**src/rtl/audio_irq_status.sv**
```systemverilog
module audio_irq_status #(
  parameter int ADDR_W = 4,
  parameter logic [ADDR_W-1:0] A_LINK  = 4'd0,
  parameter logic [ADDR_W-1:0] A_IRQ   = 4'd1,
  parameter logic [ADDR_W-1:0] A_EXT   = 4'd2,
  parameter logic [ADDR_W-1:0] A_CODEC = 4'd7,
  parameter logic [ADDR_W-1:0] A_TRAP  = 4'd8
) (
  input  logic              clk,
  input  logic              rst_n,
  input  logic              host_sel,
  input  logic              host_wr,
  input  logic [ADDR_W-1:0] host_addr,
  input  logic [7:0]        host_wdata,
  output logic [7:0]        host_rdata,
  input  logic [7:0]        irq_evt,
  input  logic              sb_core_irq,
  input  logic              midi_evt,
  input  logic              mixer_data_evt,
  input  logic              mixer_busy,
  input  logic              modem_out_busy,
  input  logic [3:0]        fifo_nonempty,
  output logic              irq
);

  logic [7:0] irq_flags;
  logic       data_rdy;
  logic       midi_flag;
  logic       byte_ptr;

  wire wr_en     = host_sel & host_wr;
  wire rd_en     = host_sel & ~host_wr;
  wire [7:0] w1c = (wr_en && host_addr == A_IRQ) ? host_wdata : 8'h00;
  wire rdy_clr   = wr_en && host_addr == A_CODEC && host_wdata[7];
  wire midi_rd   = rd_en && host_addr == A_EXT;
  wire trap_acc  = host_sel && host_addr == A_TRAP;

  always_ff @(posedge clk) begin
    if (!rst_n) begin
      irq_flags <= '0;
      data_rdy  <= 1'b0;
      midi_flag <= 1'b0;
      byte_ptr  <= 1'b0;
    end else begin
      irq_flags <= (irq_flags & ~w1c) | irq_evt;
      data_rdy  <= mixer_data_evt | (data_rdy & ~rdy_clr);
      midi_flag <= midi_evt | (midi_flag & ~midi_rd);
      byte_ptr  <= byte_ptr ^ trap_acc;
    end
  end

  wire [7:0] link_stat = {mixer_busy, data_rdy, modem_out_busy, 1'b0, fifo_nonempty};
  wire [7:0] ext_stat  = {3'b000, midi_flag, 3'b000, byte_ptr};

  always_comb begin
    host_rdata = 8'h00;
    if (host_addr == A_LINK) host_rdata = link_stat;
    if (host_addr == A_IRQ)  host_rdata = irq_flags;
    if (host_addr == A_EXT)  host_rdata = ext_stat;
  end

  assign irq = (|irq_flags) | midi_flag | sb_core_irq;

  a_r3_w1c_clears: assert property (@(posedge clk) disable iff (!rst_n)
    (|(w1c & ~irq_evt)) |=> ((irq_flags & $past(w1c & ~irq_evt)) == 8'h00));
  a_r4_set_wins: assert property (@(posedge clk) disable iff (!rst_n)
    (|irq_evt) |=> ((irq_flags & $past(irq_evt)) == $past(irq_evt)));
  a_r3_zero_keeps: assert property (@(posedge clk) disable iff (!rst_n)
    (!(wr_en && host_addr == A_IRQ)) |=> ((irq_flags & $past(irq_flags)) == $past(irq_flags)));
  a_r6_rdy_clear: assert property (@(posedge clk) disable iff (!rst_n)
    (rdy_clr && !mixer_data_evt) |=> !data_rdy);
  a_r7_midi_set: assert property (@(posedge clk) disable iff (!rst_n)
    midi_evt |=> midi_flag);
  a_r7_read_clears: assert property (@(posedge clk) disable iff (!rst_n)
    (midi_rd && !midi_evt) |=> !midi_flag);
  a_r8_ptr_toggles: assert property (@(posedge clk) disable iff (!rst_n)
    trap_acc |=> (byte_ptr != $past(byte_ptr)));
  a_r8_ptr_holds: assert property (@(posedge clk) disable iff (!rst_n)
    !trap_acc |=> $stable(byte_ptr));
  a_r9_core_irq: assert property (@(posedge clk) disable iff (!rst_n)
    sb_core_irq |-> irq);

endmodule

```
**config.mk**
```make
export PLATFORM = sky130hd
export DESIGN_NAME = audio_irq_status
export DESIGN_NICKNAME = d
export VERILOG_FILES = /design/src/rtl/audio_irq_status.sv
export SDC_FILE = /design/constraint.sdc
export NUM_CORES = 1
export LEC_CHECK = 0
export BUFFER_PORTS_ARGS = -buffer_cell sky130_fd_sc_hd__buf_4
export CORE_MARGIN = 2
export CORE_UTILIZATION = 43
export DETAILED_ROUTE_END_ITERATION = 10
export PLACE_DENSITY = 0.78
export SKIP_CTS_REPAIR_TIMING = 1
export SYNTH_ARGS = -nofsm -noshare
export SYNTH_HDL_FRONTEND = slang
export SYNTH_SLANG_ARGS = --single-unit
```
**constraint.sdc**
```tcl
create_clock -name clk -period 1.28 [get_ports clk]
set_input_delay 0.128 -clock clk [delete_from_list [all_inputs] [get_ports clk]]
set_output_delay 0.128 -clock clk [all_outputs]
set_load 0.02 [all_outputs]
```
Yosys cells after proc, flatten, opt, wreduce, memory -nomap -nowiden:

Cells that the tools add are included.

* register bits after elaboration: 11
* bits of input ports: 33
* output and inout bits: 9
* word-level logic and storage cells: 34

* equality and inequality tests: 4
* mux-type cells: 4
* bitwise gates (word level): 15
* reductions and logical operators: 7

Operators with widths (number)
* 8-bit two-way mux: 4
* 8-bit bitwise AND: 1
* 8-bit NOT: 1
* 8-bit bitwise OR: 1
* 8-bit OR reduction: 1
* 1-bit logical AND: 5
* 1-bit bitwise AND: 4
* 4-bit by 1-bit == test with 1-bit output, second input constant: 1
* 4-bit by 2-bit == test with 1-bit output, second input constant: 1
* 4-bit by 3-bit == test with 1-bit output, second input constant: 1
* 4-bit == test, second input constant: 1
* 4-bit zero test: 1
* 1-bit bitwise OR: 4
* 1-bit NOT: 3
* 1-bit XOR: 1

Logic depth before layout (Yosys ltp):

Gate-level depths: netlist of run 1.

* depth in word-level cells: 6
* mapped depth: 4
* gate-level depth less buffers: 3

Worst setup path before layout of run 1:

Ideal clock, no wire load.

* path kind: in2out
* start point: input host_addr[1]
* end point: output host_rdata[1]
* arrival: 1.040 ns
* path slack: 0.112 ns
* stages on the path: 4
* cell sequence: buf_6 or3_1 buf_2 nor2_1

* longest elaborated chain between the ends: 4
* elaborated cells on any way between the ends: 6
* classes of those cells: eq/ne (2); mux (3); reduce/logical (1)

RTL lines
* from (decl): line 13 `input logic [ADDR_W-1:0] host_addr,`
* 4-bit zero test: line 57 `if (host_addr == A_LINK) host_rdata = link_stat;`
* 8-bit two-way mux: line 57
* 8-bit two-way mux: line 58 `if (host_addr == A_IRQ) host_rdata = irq_flags;`
* 8-bit two-way mux (*): line 59 `if (host_addr == A_EXT) host_rdata = ext_stat;`
* to (decl): line 15 `output logic [7:0] host_rdata,`

Every way passes the cells marked *; elsewhere a longest branch is shown, timed or not.

Worst setup path after layout of run 1:

* start point: register irq_flags[0]
* end point: output irq

* longest elaborated chain between the ends: 3

RTL lines
* from (decl): line 26 `logic [7:0] irq_flags;`
* from (signal assigned): line 45 `irq_flags <= (irq_flags & ~w1c) | irq_evt;`
* 8-bit OR reduction: line 62 `assign irq = (|irq_flags) | midi_flag | sb_core_irq;`
* 1-bit bitwise OR (2 in a row): line 62
* to (decl): line 23 `output logic irq`

No other way between the ends.

==> results.toml, run 1 <==
[run_status]
status = "finished, final reports clean"

[final_layout]
diodes = 0
final_common_cell = "buf_4"
syn_to_final_growth_pct = 58.4
drive_above_1_share_pct = 42.5
final_cell_mix = "buf_4 (44), o21ai_0 (11), nand2_1 (10)"
nets = 161

[global_route]
antenna_found_initial = 0
grt_pass1_wl_um = 3300
grt_remaining_overflow = 0
grtUsageTotal_pct = 23.1
grt_max_degree = 15
grt_pass1_vias = 767

[flow_run]
max_cap_viol_count = 0

[power_and_ir_drop]
combPwrFrac_pct = 25.3
clkPwrFrac_pct = 28.0
static-leakage-power_nw = 0.499
internal-power_w = 0.000613
power.density_nw_per_um2 = 813
p_seq_share_pct = 46.8
p_sw_share_pct = 27.4
p_sw_w = 0.000231
peakVddDrop_mv = 0.531

[clocking]
clkTransAtPathRegs_ns = 0.07
htree_levels = 1
cts_buffer_depth = 2
root_buffer = "clkbuf_4"
worstSkewPairLatency_ns = 0.26
cts_sinks = 11
cts_tree = "built"
cts_made_buffers = 3

[synth]
async_reset_ff_share_pct = 0
synth.area.top_cells = "dfxtp_1 (34%), mux2i_1 (12%), a41oi_1 (11%)"
yosysUniqueCellTypes = 18
avgSynthCellArea_um2 = 7.90
syn_inst = 83
synth_largest_area_cell = "dfxtp_1"
ys_seq_area_share_pct = 33.6
yosysWarnings = 0
synth-seq-cells = 11
synthFlopType = "dfxtp_1"
yosysTopAreaCellShare_pct = 33.6
synthesis.area_um2 = 656
synth_nets = 116
synth_edf_count = 0

[die]
core_um2 = 1470
start_util_pct = 44.6
die_area_um2 = 1850
dieHeight_um = 43.0
rows = 14
io_pins = 42
fp.dieW_um = 43.0

[critical_path]
end_kind = "primary output"
crit_type = "reg -> out"
startpoint_type = "flop"
crit_required_ns = 1.15
critical_path_arrival_ns = 1.15
cp_max_fo = 3

[routing]
ant_nets = 0
first_pass_iters = 4
wl_um = 1930
drc = 0
vias = 770
wl_per_cell_um = 13.5
drt-initial-drc-count = 14
viasPerCell = 5.38

[timing]
rsz0062_at_grt = "yes"
finalHoldViolations = 0
worst_slew_pin_slew_ns = 0.401
period_share_pct = 99.9
holdWs_ns = 0.0508
maxSlewViolCount = 0
tns_ns = 0
slew_headroom_pct = 73.2
final.min_clock_period_ns = 1.28
setup_viol = 0
fmax_mhz = 782
fin_skew_ns = 0

[hold_path]
hold_class = "in -> reg"

[placement]
gp_congestion = 0.733
place.port_buffers = 41
dp_hpwl_um = 1460
[power groups by stage]
stage	sequential [W]	clock, W	combinational, W
2_1_floorplan	0.000387	0	0.0000954
3_5_place_dp	0.000394	0	0.000207
6_report	0.000395	0.000236	0.000213
5_1_grt	0.000398	0.000265	0.000236
3_3_place_gp	0.000393	0	0.000202
4_1_cts	0.000386	0.000247	0.000208
[state kept, by name, summed over array words and instances (netlist names)]
| register | cells |
|---|---|
| irq_flags | 8 |
| byte_ptr | 1 |
| data_rdy | 1 |
| midi_flag | 1 |
[cell families (layout without fill, tap and decap cells)]
| kind of cell | after synthesis | after routing | share of synthesized area, % |
|---|---|---|---|
| AND/OR/NAND/NOR | 31 | 31 | 25.2 |
| flip-flops | 11 | 11 | 33.6 |
| AO/OA/AOI/OAI | 20 | 20 | 19.8 |
| buffers and inverters | 13 | 57 | 9.16 |
| multiplexers | 8 | 8 | 12.2 |
[synthesized netlist by cell type (all sizes together), types with 2 or more instances]
| library cell | count |
|---|---|
| nand2 | 10 |
| a41oi | 8 |
| nor2 | 8 |
| nand3b | 2 |
| mux2i | 8 |
| dfxtp | 11 |
| buf | 4 |
| and2 | 2 |
| o21ai | 12 |
| inv | 8 |
| nor4 | 4 |
[worst paths after layout]
| check | start | to | slack (ns) | cells past startpoint |
|---|---|---|---|---|
| max reg2reg | irq_flags[7] | irq_flags[7] | 0.51 | 2 |
| min reg2reg | byte_ptr | byte_ptr | 0.47 | 2 |
| min | host_wdata[0] | irq_flags[0] | 0.05 | 2 |
| max | irq_flags[0] | irq | 0.002 | 3 |
[final cells by class]
type                       instances  area [µm²]
timing repair buffer              45         342
inverter                           8        30.0
tap                               16        20.0
multi-input combinational         59         397
clock buffer                       4        26.3
fill                             146         433
sequential                        11         224
[worst max-delay path: stages, from the launching register on]
cell,delay (ns)
dfxtp_2,0.34
nor4_4,0.28
nand3_1,0.10
buf_4,0.17
[routing by layer]
| layer | track usage, % | vias to the layer above | share of wire [%] |
|---|---|---|---|
| met5 | 0 | - | 0 |
| li1 | - | 385 | - |
| met3 | 5.11 | 2 | 8.2 |
| met4 | 7.27 | 0 | 0.78 |
| met1 | 32.2 | 350 | 44 |
| met2 | 35.5 | 33 | 47 |
[per-stage QoR]
step           utilization [%]  area (µm²)  setup WS (ns)  std cells  power, W
2_1_floorplan                -         656          0.112         83  0.000483
3_3_place_gp              66.8         983          0.140        139  0.000595
3_5_place_dp              66.8         983          0.131        139  0.000600
4_1_cts                   68.6        1010         -0.114        143  0.000841
5_1_grt                   70.6        1040        -0.0711        143  0.000899
6_report                  70.6        1040        0.00184        143  0.000844
Note: power is estimated with default switching activity, not from simulation.
==> inputs of run 2 (changes only) <==
--- a/config.mk
+++ b/config.mk
@@ -9,5 +9,6 @@
 export CORE_MARGIN = 2
-export CORE_UTILIZATION = 43
+export CORE_UTILIZATION = 46
+export CTS_BUF_LIST = sky130_fd_sc_hd__clkbuf_8
 export DETAILED_ROUTE_END_ITERATION = 10
-export PLACE_DENSITY = 0.78
+export PLACE_DENSITY = 0.83
 export SKIP_CTS_REPAIR_TIMING = 1
==> constraint.sdc (replaced) <==
create_clock -name clk -period 1.28 [get_ports clk]
set_input_delay 0.256 -clock clk [delete_from_list [all_inputs] [get_ports clk]]
set_output_delay 0.256 -clock clk [all_outputs]
set_load 0.02 [all_outputs]
==> run 2 against run 1 <==
Compared with the run above: the flow now finishes with violations (negative setup slack); utilization is 20 points higher; sequential power hardly changed; cell count is 2.1% higher; setup slack worse by 0.18 ns; critical path depth stayed put; sequential cell count stayed put; global-route usage is 5.0 points higher; non-clock buffer count is 4 higher; final area is 14% higher; via count is 13% higher; power is 21% higher.
==> results.toml, run 2 (synthesis gave the netlist of run 1 again) <==
[run_status]
violations = "negative setup slack"
status = "finished with violations"

[timing]
period_share_pct = 114
tns_ns = -0.729
worst_slew_pin_slew_ns = 0.341
finalHoldViolations = 0
holdWs_ns = 0.200
final.min_clock_period_ns = 1.46
fin_skew_ns = 0
setup_viol = 9
slew_headroom_pct = 77.1
fin_ws_ns = -0.183
maxSlewViolCount = 0
fmax_mhz = 684
rsz0062_at_grt = "yes"

[clocking]
cts_sinks = 11
worstSkewPairLatency_ns = 0.25
cts_made_buffers = 3
cts_buffer_depth = 2
cts_tree = "built"
htree_levels = 1
clkTransAtPathRegs_ns = 0.05
root_buffer = "clkbuf_8"

[die]
rows = 13
start_util_pct = 49.8
dieHeight_um = 41.8
fp.dieW_um = 41.8
die_area_um2 = 1740
core_um2 = 1320
io_pins = 42

[final_layout]
syn_to_final_growth_pct = 81.3
drive_above_1_share_pct = 51.1
post_layout_nonfiller_instances = 146
final_cell_mix = "buf_4 (37), buf_6 (11), o21ai_0 (10), inv_1 (9), nand2_1 (9)"
final_common_cell = "buf_4"
diodes = 0
fin_util_pct = 90.2
nets = 165
largest_register_ffs = 8
top_register = "irq_flags"

[routing]
ant_nets = 0
viasPerCell = 5.96
wl_per_cell_um = 17.1
first_pass_iters = 4
wl_um = 2490
drc = 0
drt-initial-drc-count = 20
vias = 870

[global_route]
grt_pass1_vias = 827
grt_max_degree = 15
grt_pass1_wl_um = 3710
met1_usage_pct = 31.3
grt.busiest_layer = "met2"
met3_usage_pct = 6.96
grt_remaining_overflow = 0
grt_use_met2_pct = 50.3
antenna_found_initial = 0
grtUsageTotal_pct = 28.1

[placement]
place.port_buffers = 41
dp_hpwl_um = 1620
gp_congestion = 0.716
post-place-cells = 142

[flow_run]
max_cap_viol_count = 0

[critical_path]
r2r_setup_slack_ns = 0.40
critical_path_arrival_ns = 1.21
cp_max_fo = 3
crit_path_end = "irq"
slowest_stage = "dfxtp_2"
crit_type = "reg -> out"
r2r_start = "irq_flags[6]"
cpLargestDelayFamily = "simple AND/OR/NAND/NOR gates"
cp-startpoint = "irq_flags[7]"
startpoint_type = "flop"
end_kind = "primary output"
worstReg2RegEnd = "irq_flags[6]"
slowest_delay_ns = 0.35
worst_r2r_path_depth = 2
crit_required_ns = 1.02
path_cells = "nor4_4, nand3_1, buf_6"
crit_cells = 3
critPathBufInv = 1

[hold_path]
hold_class = "in -> reg"

[power_and_ir_drop]
finalPower_w = 0.00102
peakVddDrop_mv = 0.564
power.density_nw_per_um2 = 858
static-leakage-power_nw = 0.551
## run 2: through the flow
stage                     instance area [µm²]  setup WS [ns]
final                                    1190         -0.183
after global routing                     1190         -0.183
after CTS                                1100         -0.237
after detailed placement                 1060         -0.157
after global placement                   1060         -0.127
after floorplan                           707         0.0437
## run 2: worst min-delay path by stage
stage	from	endpoint	slack, ns	depth (start not counted)
after floorplan	mixer_data_evt	data_rdy	0.36	2
after global routing	host_wdata[4]	irq_flags[4]	0.22	2
after CTS	host_wdata[2]	irq_flags[2]	0.21	2
final	host_wdata[4]	irq_flags[4]	0.20	2
after detailed placement	mixer_data_evt	data_rdy	0.46	3
after global placement	data_rdy	data_rdy	0.45	2
## run 2: report_power, final
group	internal (W)	total [W]	switching, W
clock network	0.000212	0.000364	0.000152
registers	0.000369	0.000397	0.0000275
logic	0.000142	0.000259	0.000117
## run 2: cell type report
cell class	instances	area (µm²)
multi-input combinational	59	445
fill	57	129
timing repair buffer	49	422
sequential	11	228
inverter	8	30.0
clock inverter	1	3.75
tap	15	18.8
clock buffer	3	41.3
## run 2: routing by layer
layer / part of all wire [%] / routed length (µm)
met1: 37 / 934
met2: 51 / 1270
met3: 7.6 / 189
met4: 4.1 / 101
met5: 0 / 0
==> inputs of run 3 (changes only) <==
SETUP_SLACK_MARGIN = 0.3   (was not set)
==> run 3 against run 2 <==
Compared with the run above: the flow still finishes with violations (negative setup slack); power up 6.7%; via count up 12%; sequential power about the same; maximum frequency down 4.5%; routed wire length up 37%; register-to-register slack worse by 0.04 ns; setup slack worse by 0.069 ns; clock skew unchanged; cell count up 0.68%; first-iteration DRC count rose to 2.9 times the previous value; final area up 5.7%; critical endpoint unchanged; highest routed layer unchanged.
==> results.toml, run 3 (synthesis gave the netlist of run 1 again) <==
[run_status]
status = "finished with violations"
violations = "negative setup slack"

[routing]
drc = 0
vias = 977
drt-initial-drc-count = 58
viasPerCell = 6.65
wl_um = 3420
wl_per_cell_um = 23.3
ant_nets = 0
first_pass_iters = 5

[global_route]
grt_pass1_wl_um = 3680
grt_remaining_overflow = 0
grt_pass1_vias = 831
antenna_found_initial = 0
grt_max_degree = 15
grtUsageTotal_pct = 27.2

[final_layout]
diodes = 0
final_common_cell = "buf_4"
top_register = "irq_flags"
largest_register_ffs = 8
nFillCells = 35
drive_above_1_share_pct = 58.3
multi_input_area_um2 = 502
nets = 166
syn_to_final_growth_pct = 91.6
seq_area_um2 = 224
final_cell_mix = "buf_4 (36), buf_6 (13), o21ai_0 (10), nand2_1 (9), inv_1 (9)"

[timing]
fmax_mhz = 653
slew_headroom_pct = 71.8
rsz0062_at_grt = "yes"
fin_skew_ns = 0
period_share_pct = 120
fin_ws_ns = -0.252
final.min_clock_period_ns = 1.53
setup_viol = 9
maxSlewViolCount = 0
worst_slew_pin_slew_ns = 0.419
tns_ns = -0.878
finalHoldViolations = 0

[power_and_ir_drop]
p_seq_share_pct = 36.5
clkPwrFrac_pct = 36.0
p_sw_w = 0.000354
combPwrFrac_pct = 27.5
power.density_nw_per_um2 = 866
p_sw_share_pct = 32.5
internal-power_w = 0.000734
peakVddDrop_mv = 0.816
static-leakage-power_nw = 0.562
finalPower_w = 0.00109

[critical_path]
critical_path_arrival_ns = 1.28
crit_type = "reg -> out"
startpoint_type = "flop"
end_kind = "primary output"
cp_max_fo = 3
crit_required_ns = 1.02

[die]
die_area_um2 = 1740
io_pins = 42
core_um2 = 1320
start_util_pct = 49.8
fp.dieW_um = 41.8
rows = 13
dieHeight_um = 41.8

[clocking]
cts_sinks = 11
htree_levels = 1
cts_made_buffers = 3
cts_tree = "built"
worstSkewPairLatency_ns = 0.26
clkTransAtPathRegs_ns = 0.06
cts_buffer_depth = 2
root_buffer = "clkbuf_8"

[placement]
dp_hpwl_um = 1600
gp_congestion = 0.815
place.port_buffers = 41

[hold_path]
hold_class = "in -> reg"

[flow_run]
max_cap_viol_count = 0
## run 3: critical path, stage by stage (launching register included)
cell and delay [ns]:
dfxtp_1 0.34, nor4_1 0.34, nand3_1 0.18, buf_6 0.16
## run 3: path summary, 6_finish.rpt
path	endpoint	slack [ns]	depth (start not counted)	from
worst max register to register	irq_flags[1]	0.36	2	irq_flags[1]
worst min-delay path	data_rdy	0.19	3	mixer_data_evt
worst min register to register	byte_ptr	0.51	2	byte_ptr
worst max-delay path	irq	-0.25	3	irq_flags[3]
## run 3: layout make-up
class                   instances  area share, %
well taps                      15           1.49
clock inverters                 1          0.299
multi-input cells              59           39.9
flip-flops and latches         11           17.8
inverters                       8           2.39
clock buffers                   3           3.29
repair buffers                 50           34.8
## run 3: routing by layer
layer / GRT usage, % / share of wire, % / vias to the layer above
li1: - / - / 398
met1: 31.7 / 32 / 432
met2: 46.3 / 46 / 104
met3: 6.09 / 11 / 43
met4: 13.5 / 10 / 0
met5: 0 / 0 / -
## run 3: through the flow
stage / setup slack, ns / hold WS (ns) / instance area (µm²) / std cells / util (%)
3_5_place_dp: -0.145 / 0.464 / 1060 / 142 / 80.6
3_3_place_gp: -0.117 / 0.448 / 1060 / 142 / 80.6
5_1_grt: -0.232 / 0.230 / 1260 / 147 / 95.3
2_1_floorplan: 0.0463 / 0.365 / 723 / 83 / -
4_1_cts: -0.144 / 0.213 / 1110 / 146 / 84.0
6_report: -0.252 / 0.187 / 1260 / 147 / 95.3
## run 3: power by group through the flow
| stage | registers [W] | logic, W | clock network, W |
|---|---|---|---|
| floorplan | 0.000387 | 0.000119 | 0 |
| global placement | 0.000395 | 0.000223 | 0 |
| detailed placement | 0.000396 | 0.000230 | 0 |
| CTS | 0.000390 | 0.000234 | 0.000350 |
| global route | 0.000397 | 0.000312 | 0.000396 |
| finish | 0.000397 | 0.000299 | 0.000392 |
